===== config.mk =====
export PLATFORM = sky130hd
export DESIGN_NAME = bus_release_seq
export DESIGN_NICKNAME = d
export VERILOG_FILES = /design/src/rtl/brs_pkg.sv /design/src/rtl/brs_delay.sv /design/src/rtl/brs_mode_clr.sv /design/src/rtl/brs_ctrl.sv /design/src/rtl/bus_release_seq.sv
export SDC_FILE = /design/constraint.sdc
export NUM_CORES = 1
export LEC_CHECK = 0
export ABC_AREA = 1
export BUFFER_PORTS_ARGS = -buffer_cell sky130_fd_sc_hd__buf_2
export CAP_MARGIN = 25
export CELL_PAD_IN_SITES_DETAIL_PLACEMENT = 1
export CELL_PAD_IN_SITES_GLOBAL_PLACEMENT = 1
export CORE_MARGIN = 1.5
export CORE_UTILIZATION = 25
export DETAILED_ROUTE_END_ITERATION = 10
export GPL_TIMING_DRIVEN = 0
export PLACE_DENSITY = 0.63
export SYNTH_ARGS = -nofsm -noshare
export SYNTH_HDL_FRONTEND = slang
export SYNTH_SLANG_ARGS = --single-unit
export TNS_END_PERCENT = 5

===== constraint.sdc =====
create_clock -name clk_i -period 3.9 [get_ports clk_i]
set_clock_uncertainty 0.1 [all_clocks]
set_input_delay 0.195 -clock clk_i [delete_from_list [all_inputs] [get_ports clk_i]]
set_output_delay 0.195 -clock clk_i [all_outputs]
set_load 0.01 [all_outputs]

===== src/rtl/brs_pkg.sv =====
package brs_pkg;
  typedef enum logic [2:0] {
    ST_IDLE = 3'd0,
    ST_CLR  = 3'd1,
    ST_SEND = 3'd2,
    ST_DLY  = 3'd3,
    ST_CLKR = 3'd4,
    ST_DATR = 3'd5,
    ST_DONE = 3'd6
  } brs_state_e;

  typedef struct packed {
    logic atn;
    logic clk;
    logic dat;
    logic mask;
  } brs_lines_t;
endpackage


===== src/rtl/brs_delay.sv =====
module brs_delay #(
  parameter int unsigned CW   = 4,
  parameter int unsigned LOAD = 1
) (
  input  logic clk_i,
  input  logic rst_ni,
  input  logic load_i,
  input  logic dec_i,
  output logic zero_o
);
  logic [CW-1:0] cnt_q;

  always_ff @(posedge clk_i or negedge rst_ni) begin
    if (!rst_ni)                     cnt_q <= '0;
    else if (load_i)                 cnt_q <= CW'(LOAD);
    else if (dec_i && cnt_q != '0)   cnt_q <= cnt_q - 1'b1;
  end

  assign zero_o = (cnt_q == '0);
endmodule


===== src/rtl/brs_mode_clr.sv =====
module brs_mode_clr #(
  parameter int unsigned MW   = 8,
  parameter int unsigned FBIT = 7
) (
  input  logic          en_i,
  input  logic [MW-1:0] rd_i,
  output logic          we_o,
  output logic [MW-1:0] wd_o
);
  localparam logic [MW-1:0] KEEP = ~(MW'(1) << FBIT);

  assign we_o = en_i;
  assign wd_o = en_i ? (rd_i & KEEP) : '0;
endmodule


===== src/rtl/brs_ctrl.sv =====
module brs_ctrl
  import brs_pkg::*;
(
  input  logic       clk_i,
  input  logic       rst_ni,
  input  logic       req_i,
  input  logic       tx_done_i,
  input  logic       dly_zero_i,
  output logic       clr_en_o,
  output logic       tx_req_o,
  output logic       dly_load_o,
  output logic       dly_dec_o,
  output brs_lines_t lines_o,
  output logic       done_o
);
  brs_state_e st_q, st_d;

  always_ff @(posedge clk_i or negedge rst_ni) begin
    if (!rst_ni) st_q <= ST_IDLE;
    else         st_q <= st_d;
  end

  always_comb begin
    st_d = st_q;
    unique case (st_q)
      ST_IDLE: if (req_i) st_d = ST_CLR;   // req outside idle is dropped
      ST_CLR:  st_d = ST_SEND;
      ST_SEND: if (tx_done_i) st_d = ST_DLY;
      ST_DLY:  if (dly_zero_i) st_d = ST_CLKR;
      ST_CLKR: st_d = ST_DATR;
      ST_DATR: st_d = ST_DONE;
      ST_DONE: st_d = ST_IDLE;
      default: st_d = ST_IDLE;
    endcase
  end

  assign dly_load_o = (st_q == ST_SEND) && tx_done_i;
  assign dly_dec_o  = (st_q == ST_DLY);
  assign clr_en_o   = (st_q == ST_CLR);
  assign tx_req_o   = (st_q == ST_SEND);
  assign done_o     = (st_q == ST_DONE);

  always_comb begin
    lines_o = '0;
    unique case (st_q)
      ST_CLR, ST_SEND: lines_o = '{atn: 1'b1, clk: 1'b1, dat: 1'b1, mask: 1'b0};
      ST_DLY:          lines_o = '{atn: 1'b0, clk: 1'b1, dat: 1'b1, mask: 1'b1};
      ST_CLKR:         lines_o = '{atn: 1'b0, clk: 1'b0, dat: 1'b1, mask: 1'b1};
      default:         lines_o = '0;
    endcase
  end
endmodule


===== src/rtl/bus_release_seq.sv =====
module bus_release_seq
  import brs_pkg::*;
#(
  parameter int unsigned DELAY_CYC = 7500,
  parameter int unsigned MW        = 8,
  parameter int unsigned FBIT      = 7,
  parameter logic [7:0]  CMD_BYTE  = 8'h3F
) (
  input  logic          clk_i,
  input  logic          rst_ni,
  input  logic          req_i,
  input  logic [MW-1:0] mode_rd_i,
  output logic          mode_we_o,
  output logic [MW-1:0] mode_wd_o,
  output logic          tx_req_o,
  output logic [7:0]    tx_byte_o,
  input  logic          tx_done_i,
  output logic          atn_lo_o,
  output logic          clk_lo_o,
  output logic          dat_lo_o,
  output logic          irq_mask_o,
  output logic          done_o
);
  localparam int unsigned CW = $clog2(DELAY_CYC + 1) + 1;

  logic       clr_en, dly_load, dly_dec, dly_zero;
  brs_lines_t lines;

  brs_ctrl u_ctrl (
    .clk_i      (clk_i),
    .rst_ni     (rst_ni),
    .req_i      (req_i),
    .tx_done_i  (tx_done_i),
    .dly_zero_i (dly_zero),
    .clr_en_o   (clr_en),
    .tx_req_o   (tx_req_o),
    .dly_load_o (dly_load),
    .dly_dec_o  (dly_dec),
    .lines_o    (lines),
    .done_o     (done_o)
  );

  brs_delay #(.CW(CW), .LOAD(DELAY_CYC - 1)) u_dly (
    .clk_i  (clk_i),
    .rst_ni (rst_ni),
    .load_i (dly_load),
    .dec_i  (dly_dec),
    .zero_o (dly_zero)
  );

  brs_mode_clr #(.MW(MW), .FBIT(FBIT)) u_clr (
    .en_i (clr_en),
    .rd_i (mode_rd_i),
    .we_o (mode_we_o),
    .wd_o (mode_wd_o)
  );

  assign tx_byte_o  = tx_req_o ? CMD_BYTE : 8'h00;
  assign atn_lo_o   = lines.atn;
  assign clk_lo_o   = lines.clk;
  assign dat_lo_o   = lines.dat;
  assign irq_mask_o = lines.mask;
endmodule


==> flow_summary.json <==
{
  "status": "finished, final reports clean",
  "yosys_warnings": 0,
  "dieWidth_microns": 73.50,
  "setup_viol": 0,
  "reg2reg_slack_ns": 2.05,
  "num_antenna_cells": 0,
  "fin_hold_ws_ns": 0.1233,
  "ys_types": 28,
  "core_area_sq_um": 4755,
  "drtIter0Drc": 16,
  "tns_ns": 0,
  "ant_nets": 0,
  "cp.arrival_ns": 1.94,
  "grt_util_met3_pct": 3.292,
  "clock_sinks": 17,
  "die_h_microns": 73.50,
  "port_buffers": 30,
  "rsz0062_at_grt": "false",
  "cp_cell_sequence": "inv_1, ha_1, nand2_1, nor2_4, nand2_2, nand2_4, nand2_4, clkinv_4, nand2_1, nand2_1",
  "grt_pass1_vias": 1227,
  "drt-total-wl_mm": 3.231,
  "timing.final.crit_share_pct": 47.42,
  "end_kind": "flip-flop",
  "nets": 237,
  "grt_use_met1_pct": 17.20,
  "crit_path_top_delay_cell": "dfrtp_1",
  "leakagePower_nw": 0.8262,
  "gr-usage-met2_pct": 22.62,
  "fin_ws_ns": 2.051,
  "viasPerCell": 4.269,
  "dieArea_sq_um": 5402,
  "powerDensity_nw_per_um2": 716.8,
  "wl_per_cell_microns": 11.14,
  "remaining_drc_errors": 0,
  "max_cap_violations": 0,
  "htreeDepth": 1,
  "cts-root-buf": "clkbuf_8",
  "grt_overflow": 0,
  "finalHoldViolations": 0,
  "path_class": "flip-flop to flip-flop",
  "ys_ff_latch": 17,
  "ios": 35,
  "clk_pin_slew_ns": 0.07,
  "path_buf_inv": 2,
  "netlist_area_sq_um": 1242,
  "start_util_pct": 26.13,
  "layout_common_cells": "nand2_1 (50), nor2_1 (33), buf_2 (30)",
  "dp_hpwl_mm": 2.553,
  "cp-start-kind": "flip-flop",
  "routabilityCongestion": 0.7228,
  "hold_class": "input port to flip-flop",
  "pre_cts_ws_ns": 2.039,
  "max_stage_delay_ns": 0.40,
  "grt_busiest_layer": "met2",
  "grt_start_max_net_pins": 18,
  "grt_use_total_pct": 13.32,
  "fp-row-count": 25,
  "cts_tree": "yes",
  "antenna_found_initial": 0,
  "drive_gt1_share_pct": 26.46,
  "grt_pass1_wl_mm": 5.602,
  "maxSlewViolCount": 0,
  "layout_commonest_cell": "nand2_1",
  "clk_path_buf_depth": 2,
  "finalCriticalPeriod_ns": 1.849,
  "syn_to_final_growth_pct": 23.87,
  "irDropWorstVdd_mv": 0.1970,
  "cts-buffers-inserted": 3,
  "final_util_pct": 32.37,
  "fmax_mhz": 540.8,
  "worstPathMaxFanout": 8,
  "crit_family": "simple AND/OR/NAND/NOR gates",
  "num_vias": 1238,
  "drt-pass1-iter-count": 4,
  "crit_path_frequent_cell": "nand2_1",
  "critical_path_required_ns": 3.99,
  "clk_latency_ns": 0.26,
  "avgSynthCellArea_sq_um": 6.680,
  "seq_area_frac_synth_pct": 34.24,
  "syn_inst": 186
}
-- what timing repair did --
| item | CTS | global route |
|---|---|---|
| setup buffers | 0 | 0 |
| resized for setup | 0 | 0 |
| hold buffers | 1 | 0 |
| hold endpoints to repair | 17 | 0 |
-- Yosys cell counts --
cell type | n | share of area (%)
nor3_1 | 1 | 0.40
nand3_1 | 15 | 6.0
nor3_4 | 1 | 1.3
or2_2 | 1 | 0.50
inv_1 | 21 | 6.3
o21ai_1 | 1 | 0.40
clkinv_1 | 1 | 0.30
o21bai_1 | 1 | 0.60
conb_1 | 1 | 0.30
nand2_4 | 2 | 1.8
nand3_2 | 1 | 0.81
nand2_1 | 50 | 15
o21ai_0 | 6 | 2.4
xor2_1 | 3 | 2.1
nand2_2 | 2 | 1.0
a21oi_1 | 2 | 0.81
o221ai_1 | 1 | 0.71
o31ai_1 | 2 | 1.2
inv_2 | 4 | 1.2
nor2_2 | 2 | 1.0
nand4_1 | 4 | 2.0
clkinv_4 | 1 | 0.71
dfrtp_1 | 17 | 34
buf_4 | 10 | 6.0
ha_1 | 1 | 1.0
nor2_1 | 33 | 10
nor2_4 | 1 | 0.91
a21oi_2 | 1 | 0.71
-- final timing paths --
kind	startpoint	to	cells past startpoint
setup / recovery	u_dly.cnt_q[0]	u_dly.cnt_q[7]	10
hold / removal	tx_done_i	u_ctrl.st_q[1]	2
setup reg to reg	u_dly.cnt_q[0]	u_dly.cnt_q[7]	10
hold reg to reg	u_dly.cnt_q[8]	u_dly.cnt_q[8]	1
max in group asynchronous	rst_ni	u_dly.cnt_q[0]	2
min in group asynchronous	rst_ni	u_dly.cnt_q[11]	2
-- state kept, by name, indices dropped and copies added (netlist names) --
name         flops
u_dly.cnt_q     14
u_ctrl.st_q      3
-- through the flow --
| step | instance area (sq um) | instances | power (mW) |
|---|---|---|---|
| 2_1_floorplan | 1250 | 188 | 0.7745 |
| 3_3_place_gp | 1484 | 285 | 0.9732 |
| 3_5_place_dp | 1484 | 285 | 0.9828 |
| 4_1_cts | 1539 | 290 | 1.125 |
| 5_1_grt | 1539 | 290 | 1.231 |
| 6_report | 1539 | 290 | 1.103 |
-- report_power, final --
group / internal [mW] / switching [mW]
combinational: 0.250 / 0.410
clock: 0.0726 / 0.0654
sequential: 0.238 / 0.0671
-- cell type report --
class / instances / area, sq um
multi-input combinational: 134 / 643.1
buffer: 10 / 75.07
timing repair buffer: 31 / 160.2
tap: 67 / 83.83
fill: 654 / 3216
clock buffer: 4 / 45.04
sequential: 17 / 425.4
inverter: 27 / 106.4
-- per-layer routing --
layer / up-vias / routed length, microns
met1: 570 / 1594
li1: 639 / -
met2: 27 / 1452
met5: - / 0
met3: 2 / 167
met4: 0 / 16
-- cell families after synthesis --
group,share of synthesized area [%]
xor gates and xnor gates,2.115
buffers and inverters,14.60
other,0.3018
DFF,34.24
adders and majority gates,1.007
AOI/OAI and AO/OA,6.848
and+or+nand+nor,40.89
Note: power is estimated with default switching activity, not from simulation.
